### src/rtl/ecc_syndrome_classifier.sv
module ecc_syndrome_classifier #(
  parameter int PAR_W = 11
) (
  input  logic                 clk,
  input  logic                 rst_n,
  input  logic                 start,
  input  logic [2*PAR_W-1:0]   calc_code,
  input  logic [2*PAR_W-1:0]   stored_code,
  output logic [1:0]           status,
  output logic                 fail,
  output logic [PAR_W-4:0]     byte_idx,
  output logic [2:0]           bit_idx,
  output logic [7:0]           bit_mask,
  output logic                 done
);
  localparam int CODE_W = 2 * PAR_W;
  localparam int CNT_W  = $clog2(CODE_W + 1);
  localparam logic [1:0] ST_CLEAN = 2'd0;
  localparam logic [1:0] ST_CODE  = 2'd1;
  localparam logic [1:0] ST_FIXED = 2'd2;
  localparam logic [1:0] ST_BAD   = 2'd3;

  logic [CODE_W-1:0] syn;
  logic [PAR_W-1:0]  syn_lo, pair_chk;
  logic [CNT_W-1:0]  ones;
  logic              any_zero, pairs_ok;
  logic [1:0]        st_d;

  assign syn      = calc_code ^ stored_code;
  assign syn_lo   = syn[PAR_W-1:0];
  assign pair_chk = (calc_code[PAR_W-1:0] ^ calc_code[CODE_W-1:PAR_W]) ^
                    (stored_code[PAR_W-1:0] ^ stored_code[CODE_W-1:PAR_W]);
  assign any_zero = (syn == '0) || (calc_code == '0) || (stored_code == '0);
  assign pairs_ok = (ones == CNT_W'(PAR_W)) && (&pair_chk);

  always_comb begin
    ones = '0;
    for (int i = 0; i < CODE_W; i++) ones = ones + CNT_W'(syn[i]);
  end

  always_comb begin
    if (any_zero)                    st_d = ST_CLEAN;
    else if (ones == CNT_W'(1))      st_d = ST_CODE;
    else if (pairs_ok)               st_d = ST_FIXED;
    else                             st_d = ST_BAD;
  end

  always_ff @(posedge clk or negedge rst_n) begin
    if (!rst_n) begin
      status   <= ST_CLEAN;
      fail     <= 1'b0;
      byte_idx <= '0;
      bit_idx  <= '0;
      bit_mask <= '0;
      done     <= 1'b0;
    end else begin
      done <= start;
      if (start) begin
        status <= st_d;
        fail   <= (st_d == ST_CODE) || (st_d == ST_BAD);
        if (st_d == ST_FIXED) begin
          byte_idx <= syn_lo[PAR_W-1:3];
          bit_idx  <= syn_lo[2:0];
          bit_mask <= 8'(1) << syn_lo[2:0];
        end else begin
          byte_idx <= '0;
          bit_idx  <= '0;
          bit_mask <= '0;
        end
      end
    end
  end

  p_done_after_start_r2: assert property (@(posedge clk) disable iff (!rst_n)
    start |=> done);
  p_no_spurious_done_r2: assert property (@(posedge clk) disable iff (!rst_n)
    !start |=> !done);
  p_zero_code_clean_r3: assert property (@(posedge clk) disable iff (!rst_n)
    start && (calc_code == '0 || stored_code == '0) |=> status == ST_CLEAN && !fail);
  p_single_bit_code_r4: assert property (@(posedge clk) disable iff (!rst_n)
    start && calc_code != '0 && stored_code != '0 && $countones(calc_code ^ stored_code) == 1
    |=> status == ST_CODE && fail);
  p_fixed_not_fail_r5: assert property (@(posedge clk) disable iff (!rst_n)
    done && status == ST_FIXED |-> !fail && $countones(bit_mask) == 1 && bit_mask[bit_idx]);
  p_idx_cleared_r7: assert property (@(posedge clk) disable iff (!rst_n)
    status != ST_FIXED |-> byte_idx == '0 && bit_idx == '0 && bit_mask == '0);
  p_hold_idle_r8: assert property (@(posedge clk) disable iff (!rst_n)
    !start |=> $stable(status) && $stable(fail) && $stable(byte_idx) && $stable(bit_mask));
endmodule

### config.mk
export PLATFORM = sky130hd
export DESIGN_NAME = ecc_syndrome_classifier
export DESIGN_NICKNAME = d
export VERILOG_FILES = /design/src/rtl/ecc_syndrome_classifier.sv
export SDC_FILE = /design/constraint.sdc
export NUM_CORES = 1
export LEC_CHECK = 0
export ABC_AREA = 1
export CAP_MARGIN = 40
export CORE_UTILIZATION = 23
export CTS_BUF_LIST = sky130_fd_sc_hd__clkbuf_4 sky130_fd_sc_hd__clkbuf_8 sky130_fd_sc_hd__clkbuf_16
export DETAILED_ROUTE_END_ITERATION = 8
export PLACE_DENSITY = 0.5
export SLEW_MARGIN = 25
export SYNTH_ARGS = -nofsm -noshare
export SYNTH_HDL_FRONTEND = slang
export SYNTH_SLANG_ARGS = --single-unit
### constraint.sdc
create_clock -name clk -period 0.8 [get_ports clk]
set_input_delay 0.16 -clock clk [delete_from_list [all_inputs] [get_ports clk]]
set_output_delay 0.16 -clock clk [all_outputs]
set_load 0.1 [all_outputs]
======== Word-level counts from Yosys, hierarchy flattened ========
Cells that the tools add are included.
cells by class
  $add $sub $neg .......................... 21
  multipliers ............................. 0
  div/mod/pow operators ................... 0
  order comparisons ....................... 0
  equal/unequal tests ..................... 5
  shifts and indexed selects .............. 1
  mux-type cells .......................... 6
  bitwise operators ....................... 4
  reductions and logical operators ........ 8
operators by type and width
  cell                   number
  $add A5 B1 Y5          17
  $logic_not A22 Y1      3
  $xor A11 B11 Y11       3
  $xor A22 B22 Y22       1
  $mux W8                2
  $reduce_and A11 Y1     1
  $shl A1 B3 Y8 const A  1
  $add A4 B1 Y5          1
  $eq A5 B1 Y1 const B   1
  $eq A5 B4 Y1 const B   1
  $add A3 B1 Y4          1
  $eq A2 B2 Y1 const B   2
  $mux W2                2
  $add A2 B1 Y3          1
  $logic_or A1 B1 Y1     3
  $mux W3                1
  $add A1 B1 Y2          1
  $eq A2 B1 Y1 const B   1
  $logic_and A1 B1 Y1    1
  $mux W1                1
storage, ports and cells
  flip-flop bits (word level) ............. 23
  bits in latches ......................... 0
  memory bits (writable) .................. 0
  ROM bits ................................ 0
  input bits .............................. 47
  output and inout port bits .............. 23
  logic and storage cells ................. 51
  memories ................................ 0

======== Depth between registers and ports, before layout ========
Gate-level depths: netlist of the first run.
  depth in word-level cells ............... 29
  gate-level depth with buffers ........... 25
  mapped depth without buffers ............ 24

======== Least setup slack after synthesis of the first run ========
OpenSTA, ideal clock, no wires.
  kind .................................... input -> register
  start ................................... input port calc_code[0]
  end ..................................... register byte_idx[6]
  setup time .............................. 0.067 ns
  data arrival time ....................... 4.666 ns
  data required time ...................... 0.733 ns
  path slack .............................. -3.933 ns
  cell stages on the path ................. 20
  buffers on the path ..................... 1
  cell sequence ........................... xnor2_1 -> fa_1 -> fa_1 -> fa_1 -> fa_1 -> inv_1 -> fa_1 -> ha_1 -> inv_1 -> fa_1 -> nor2_1 -> nand3_1 -> nor2_4 -> nand3_2 -> nor2_4 -> nand2_4 -> clkinv_4 -> buf_12 -> nand3_2 -> nand2_2
between the ends
  word-level cells in the longest chain between the ends .. 29
  elaborated cells on any way between the ends .. 37
  those cells by class .................... 21 x add/sub; 3 x eq/ne; 4 x mux; 3 x bitwise; 6 x reduce/logical
RTL lines
  element                      RTL line  RTL
  start: declaration           7         input logic [2*PAR_W-1:0] calc_code,
  $xor A22 B22 Y22             29        assign syn = calc_code ^ stored_code;
  $add A1 B1 Y2                38        for (int i = 0; i < CODE_W; i++) ones = ones + CNT_W'(syn[i]);
  $add A2 B1 Y3                38
  $add A3 B1 Y4                38
  $add A4 B1 Y5                38
  $add A5 B1 Y5 (17 in a row)  38
  $eq A5 B4 Y1                 34        assign pairs_ok = (ones == CNT_W'(PAR_W)) && (&pair_chk);
  $logic_and A1 B1 Y1          34
  $mux W1                      44        else if (pairs_ok) st_d = ST_FIXED;
  $mux W2                      43        else if (ones == CNT_W'(1)) st_d = ST_CODE;
  $mux W2 *                    42        if (any_zero) st_d = ST_CLEAN;
  $eq A2 B2 Y1 *               61        if (st_d == ST_FIXED) begin
  $mux W8 *                    61
  end signal: assignment       62        byte_idx <= syn_lo[PAR_W-1:3];
  end: declaration             11        output logic [PAR_W-4:0] byte_idx,
Every way passes the cells marked *; elsewhere a longest branch is shown, timed or not.
A chain may end at the register's enable or synchronous reset.

======== Worst setup path after layout of the first run ========
  start ................................... input port stored_code[13]
  end ..................................... register bit_mask[3]
between the ends
  word-level cells in the longest chain between the ends .. 17
  elaborated cells on any way between the ends .. 25
  those cells by class .................... 9 x add/sub; 3 x eq/ne; 4 x mux; 3 x bitwise; 6 x reduce/logical
RTL lines
  element                     RTL line  RTL
  start: declaration          8         input logic [2*PAR_W-1:0] stored_code,
  $xor A22 B22 Y22            29
  $add A5 B1 Y5 (9 in a row)  38
  $eq A5 B4 Y1                34
  $logic_and A1 B1 Y1         34
  $mux W1                     44
  $mux W2                     43
  $mux W2 *                   42
  $eq A2 B2 Y1 *              61
  $mux W8 *                   61
  end signal: assignment      64        bit_mask <= 8'(1) << syn_lo[2:0];
  end: declaration            13        output logic [7:0] bit_mask,
Marks and branches as above.

==> out/metrics.csv, run 1 <==
stage,metric,value,unit
status,status,"complete, but fails checks",
status,violations,setup timing,
global_routing,grt_max_degree,23,
yosys,yosys_warnings,0,
yosys,synth.distinct_cells,27,
final_layout,drive_gt1_share,43.5,%
timing,rsz0062_at_grt,yes,
clock_tree,clock_sinks,22,
routing,dr_wl_met2,4590,um
routing,drt_first_pass_iters,4,
timing,worst_pin_slew,233,ps
final_layout,antenna_cells,0,
flow_run,drv_cap,0,
yosys,ys_seq_area_share,19.2,%
die,ioPinCount,70,
yosys,yosysMostFrequentCell,nand2_1,
power,switching_share,46.5,%
global_routing,grtUsageTotal,14.4,%
placement,routabilityCongestion,0.860,
yosys,synth_top_area_share,25.3,%
critical_path,crit_type,input pin to flop,
routing,drc_errors,0,
die,dieArea,12900,um2
worst_hold_path,hold_class,input pin to asynchronous set/reset pin,
critical_path,slowest_stage,fa_1,
final_layout,stdcell_count,786,
routing,detail-route-antenna-nets,0,
timing,setup_slack,-3690,ps
die,floorplan.initialDensity,23.7,%
routing,met1_length,3750,um
critical_path,path_cells,"buf_6, nand2_2, nand2_4, fa_1, inv_1, fa_1, inv_2, fa_1, fa_1, inv_2, fa_1, ha_2, inv_2, fa_2, nor2_1, nand3_1, nor2_4, nand3_2, nor2_4, nand2_4, nor2_4, nand3_2, nand2_1",
routing,wire_per_inst,11.2,um
power,seq_power_share,11.6,%
routing,top_layer_used,met4,
die,rows,40,
die,die_y,114,um
final_layout,nets,692,
clock_tree,cts_root_buf,clkbuf_16,
die,core_area,12100,um2
routing,met3_length,304,um
power,ir_worst_vdd,1.67,mV
yosys,ys_seq_elements,22,
power,p_clk_share,10.9,%
global_routing,grt_pass1_wl,14900,um
timing,slew_headroom,84.4,%
final_layout,design_area,5060,um2
die,die_x,114,um
critical_path,max_stage_delay,540,ps
timing,setup_viol,44,
clock_tree,clk_latency,250,ps
timing,min_period,4490,ps
clock_tree,clockBufferDepth,2,
clock_tree,cts_made_buffers,3,
timing,post-route-period-util,561,%
power,p_switching,0.00485,W
placement,placedCellCount,761,
timing,hold_violations,0,
power,internal_power,0.00559,W
yosys,synth_flop_cell,dfrtp_1,
yosys,syn-cell-area,2860,um2
yosys,async_flop_share,100,%
global_routing,grt_overflow,0,
critical_path,cp.required,990,ps
global_routing,grt_pass1_vias,3286,
critical_path,cpMostUsedCell,fa_1,
clock_tree,clk_pin_slew,60,ps
placement,hpwl,7710,um
critical_path,crit_arrival,4680,ps
placement,place_ws,-4540,ps
critical_path,start_kind,input pin,
critical_path,critical_path.endpoint_type,flop,
power,combPwrFrac,77.5,%
yosys,synth_common_cells,"nand2_1, inv_1, nor2_1",
yosys,synthesis.nets,525,
power,p_leak,2.72,nW
routing,vias,3178,
clock_tree,cts_tree,done,
critical_path,crit_fanout,6,
routing,routed_wl,8830,um
timing,slew_viol_final,0,
clock_tree,h-tree-depth,1,
yosys,avgSynthCellArea,6.33,um2
power,p_per_area,2060,nW/um2
yosys,synth_area_leaders,"nand2_1, dfrtp_1, fa_1",
yosys,synth_edf_count,0,
yosys,netlist_instances,452,
timing,max_freq,0.223,GHz
routing,routed_via_density,4.04,
timing,fin_skew,0,ps
global_routing,antenna_found_initial,0,
yosys,yosysTopAreaCell,nand2_1,
final_layout,syn_to_final_growth,76.7,%
placement,placed_cell_area,4670,um2
routing,drt_first_iter_violations,118,
placement,io_buffers,69,
sequential cells by signal (all words and copies together) (netlist names):
signal	cells
done	1
status	1
bit_idx	3
fail	1
bit_mask	8
byte_idx	8
cells by family (layout without fill, tap and decap cells):
family,count (synthesis),in the layout,share of synthesized area (%)
fa+ha+maj,26,26,15.3
buf+inv,91,257,13.4
xor+xnor,1,1,0.306
simple gates,305,305,50.4
compound gates,7,7,1.35
flops,22,22,19.2
final timing paths:
kind / start / endpoint / slack [ps] / cells after the start
max in group asynchronous: rst_n / done$_DFF_PN0_ / 390 / 2
max reg2reg: bit_mask[3]$_DFFE_PN0P_ / bit_mask[3]$_DFFE_PN0P_ / -50 / 3
max: stored_code[13] / bit_mask[3]$_DFFE_PN0P_ / -3690 / 23
min reg2reg: byte_idx[2]$_DFFE_PN0P_ / byte_idx[2]$_DFFE_PN0P_ / 560 / 2
min: rst_n / fail$_DFFE_PN0P_ / 250 / 2
min in group clk: calc_code[1] / bit_idx[1]$_DFFE_PN0P_ / 450 / 6
through the flow:
stage	power (W)	hold WS, ps	TNS, ps	utilization (%)
after detailed placement	0.00876	525	-94740	38.7
after global placement	0.00867	531	-93230	38.7
after floorplan	0.00629	-136	-75970	-
after CTS	0.0103	258	-84450	40.7
after global routing	0.0116	280	-87410	41.9
final	0.0104	254	-82820	41.9
final cells by class:
type	instances	area (um2)
Fill cell	1236	7000
Multi-Input combinational cell	339	2080
Timing Repair Buffer	166	1680
Sequential cell	22	629
Inverter	86	347
Tap cell	168	210
Clock buffer	4	88.8
Timing Repair inverter	1	16.3
layout by cell type (no fill, tap or decap), types with 2 or more instances in the layout:
| cell | count |
|---|---|
| nand2_4 | 7 |
| clkbuf_16 | 3 |
| nor2_1 | 31 |
| nor2_4 | 8 |
| buf_4 | 93 |
| nor2_2 | 3 |
| nand2_1 | 180 |
| nand3_4 | 5 |
| inv_2 | 26 |
| fa_2 | 2 |
| nand3_2 | 17 |
| inv_1 | 56 |
| a21oi_1 | 2 |
| dfrtp_4 | 21 |
| buf_6 | 6 |
| o21ai_2 | 2 |
| buf_2 | 9 |
| buf_12 | 28 |
| clkdlybuf4s50_1 | 24 |
| fa_1 | 13 |
| clkinv_8 | 2 |
| dlymetal6s2s_1 | 4 |
| o21ai_0 | 2 |
| ha_1 | 10 |
| nand4_1 | 4 |
| nand2_2 | 27 |
| nand3_1 | 20 |
critical path: cells and delay by family:
family	cells	cell delay, ps
buffers and inverters	5	280
adder cells (fa/ha/maj)	7	3130
AND/OR/NAND/NOR	11	1110
per-layer routing:
metal  global-route usage [%]  vias to the layer above
met5                        0                        -
met3                     1.06                       12
met2                     27.3                       68
met4                     3.86                        0
met1                     17.6                     1424
li1                         -                     1674
timing repair:
item,CTS,global route
gates cloned,0,1
hold buffers,0,0
buffers inserted,15,5
resized for setup,86,50
setup endpoints to repair,44,44
pin swaps,22,28
power groups by stage:
stage	clock network, W	registers [W]	logic [W]
5_1_grt	0.00121	0.00121	0.00917
4_1_cts	0.00116	0.00121	0.00795
3_5_place_dp	0	0.00123	0.00753
6_report	0.00114	0.00121	0.00809
3_3_place_gp	0	0.00123	0.00744
2_1_floorplan	0	0.00143	0.00486
Note: power is estimated with default switching activity, not from simulation.
==> inputs of run 2 (changes only) <==
- CAP_MARGIN: 40 -> 20
==> results of run 2 <==
Same layout as run 1: the final DEF is identical, and so are final timing and power.
==> inputs of run 3 (changes only) <==
- CORE_ASPECT_RATIO: not set -> 1.1
- CORE_UTILIZATION: 23 -> 25
- PLACE_DENSITY: 0.5 -> 0.53
- RECOVER_POWER: not set -> 50
==> out/metrics.csv, run 3 (same netlist as run 1, synthesis figures left out) <==
stage,metric,value,unit,change
timing,post-route-period-util,563,%,+2.0 points
routing,met3_length,320,um,+5.3%
routing,vias,3220,,+1.3%
routing,dr_wl_met2,4820,um,+5.0%
routing,routed_wl,8990,um,+1.8%
clock_tree,h-tree-depth,1,,unchanged
die,rows,40,,unchanged
critical_path,crit_arrival,4700,ps,+20 ps
timing,fin_skew,0,ps,unchanged
clock_tree,clockBufferDepth,2,,unchanged
timing,slew_viol_final,0,,unchanged
clock_tree,clock_sinks,22,,unchanged
routing,routed_via_density,4.24,,+4.8%
global_routing,grt_pass1_vias,3145,,-4.3%
global_routing,grtUsageTotal,15.3,%,+0.87 points
power,ir_worst_vdd,2.15,mV,+29%
routing,drt_first_iter_violations,111,,-5.9%
clock_tree,cts_made_buffers,3,,unchanged
routing,top_layer_used,met4,,
critical_path,critical_path.endpoint_type,flop,,
critical_path,cp.required,990,ps,about the same
die,ioPinCount,70,,unchanged
final_layout,nFillCells,1097,,-11%
timing,setup_viol,44,,unchanged
routing,detail-route-antenna-nets,0,,unchanged
final_layout,final_cell_mix,"nand2_1, buf_4, inv_1, nor2_1",,
global_routing,antenna_found_initial,0,,unchanged
flow_run,drv_cap,0,,unchanged
timing,hold_violations,0,,unchanged
critical_path,start_kind,input pin,,
placement,routabilityCongestion,0.892,,+3.7%
timing,min_period,4500,ps,+15.7 ps
placement,hpwl,7770,um,+0.71%
global_routing,grt_overflow,0,,unchanged
critical_path,r2r-start,byte_idx[6]$_DFFE_PN0P_,,
routing,drt_first_pass_iters,4,,unchanged
clock_tree,clk_latency,250,ps,about the same
die,die_x,104,um,-8.4%
clock_tree,cts_root_buf,clkbuf_16,,
worst_hold_path,hold_class,input pin to asynchronous set/reset pin,,
final_layout,top_regs,"bit_mask x8, byte_idx x8, bit_idx x3",,
critical_path,crit_fanout,6,,unchanged
placement,place_ws,-4550,ps,-7.97 ps
final_layout,drive_gt1_share,42.4,%,-1.1 points
die,floorplan.initialDensity,26.0,%,+2.3 points
timing,worst_pin_slew,477,ps,+244 ps
placement,placedCellCount,739,,-2.9%
status,status,"complete, but fails checks",,
routing,drc_errors,0,,unchanged
global_routing,grt_pass1_wl,14600,um,-1.6%
global_routing,grt_max_degree,23,,unchanged
timing,max_freq,0.222,GHz,-0.35%
placement,placed_cell_area,4620,um2,-0.99%
timing,setup_slack,-3700,ps,-15.7 ps
power,p_leak,2.69,nW,-0.77%
die,dieArea,11900,um2,-7.9%
die,core_area,11000,um2,-8.7%
clock_tree,holdBufCountCts,0,,unchanged
status,violations,setup timing,,
final_layout,antenna_cells,0,,unchanged
final_layout,design_area,4990,um2,-1.3%
timing,slew_headroom,68.2,%,-16 points
final_layout,layout_commonest_cell,nand2_1,,
timing,finalSetupTns,-82770,ps,+44.5 ps
die,die_y,114,um,+0.59%
critical_path,crit_type,input pin to flop,,
critical_path,startpoint,calc_code[0],,
power,p_per_area,2090,nW/um2,+1.2%
clock_tree,cts_tree,done,,
routing,wire_per_inst,11.8,um,+5.2%
final_layout,nets,687,,-0.72%
timing,rsz0062_at_grt,yes,,
final_layout,syn_to_final_growth,74.4,%,
clock_tree,clk_pin_slew,60,ps,about the same
placement,io_buffers,69,,unchanged
final_layout,stdcell_count,760,,-3.3%
routing,met1_length,3680,um,-1.9%
timing,hold_slack,338,ps,+84.3 ps
[run 3: final timing paths]
path                                                 to  slack [ps]  cells after the start
max in group asynchronous                done$_DFF_PN0_          90                      2
worst max-delay path            bit_mask[1]$_DFFE_PN0P_       -3700                     20
worst min-delay path             bit_idx[1]$_DFFE_PN0P_         340                      2
worst max register to register  byte_idx[6]$_DFFE_PN0P_         -90                      4
worst min register to register  byte_idx[5]$_DFFE_PN0P_         560                      2
min in group clk                 bit_idx[1]$_DFFE_PN0P_         400                      6
[run 3: area by class of cell]
cell class	instances	area, um2	area share (%)
flip-flops and latches	22	629	12.6
repair inverters	1	16.3	0.326
well taps	147	184	3.68
clock buffers	3	75.1	1.50
multi-input cells	339	2080	41.6
clock inverters	1	30.0	0.601
inverters	86	347	6.94
repair buffers	161	1630	32.7
[run 3: timing repair]
action / CTS / global route
pin swaps: 32 / 39
endpoints found under the setup margin: 44 / 44
cloned: 1 / 0
buffers inserted: 6 / 10
gates resized for setup: 82 / 59
[run 3: per-layer routing]
layer | track usage (%) | vias up
met5 | 0 | -
met4 | 4.00 | 0
met3 | 1.65 | 12
met2 | 29.8 | 68
met1 | 17.8 | 1477
li1 | - | 1663
[run 3: metrics by stage]
step	total power (W)	utilization, %
4_1_cts	0.0101	43.9
3_3_place_gp	0.00826	42.0
2_1_floorplan	0.00629	-
3_5_place_dp	0.00850	42.0
6_report	0.0104	45.4
5_1_grt	0.0114	45.4
[run 3: where the power goes]
| group | leakage [nW] | switching [W] | internal, W |
|---|---|---|---|
| logic | 2.38 | 0.00441 | 0.00343 |
| registers | 0.261 | 0.0000381 | 0.00116 |
| clock network | 0.0511 | 0.000390 | 0.000993 |
[run 3: critical path: stages]
cell and delay, ps:
buf_4 130, xnor2_4 150, fa_1 510, fa_1 520, fa_1 520, fa_1 490
inv_1 50, fa_1 500, ha_2 190, inv_2 40, fa_2 420, nor2_1 110
nand3_1 130, nor2_4 120, nand3_2 90, nor2_4 100, nand2_4 80, nor2_4 210
nand3_2 90, nand2_1 80
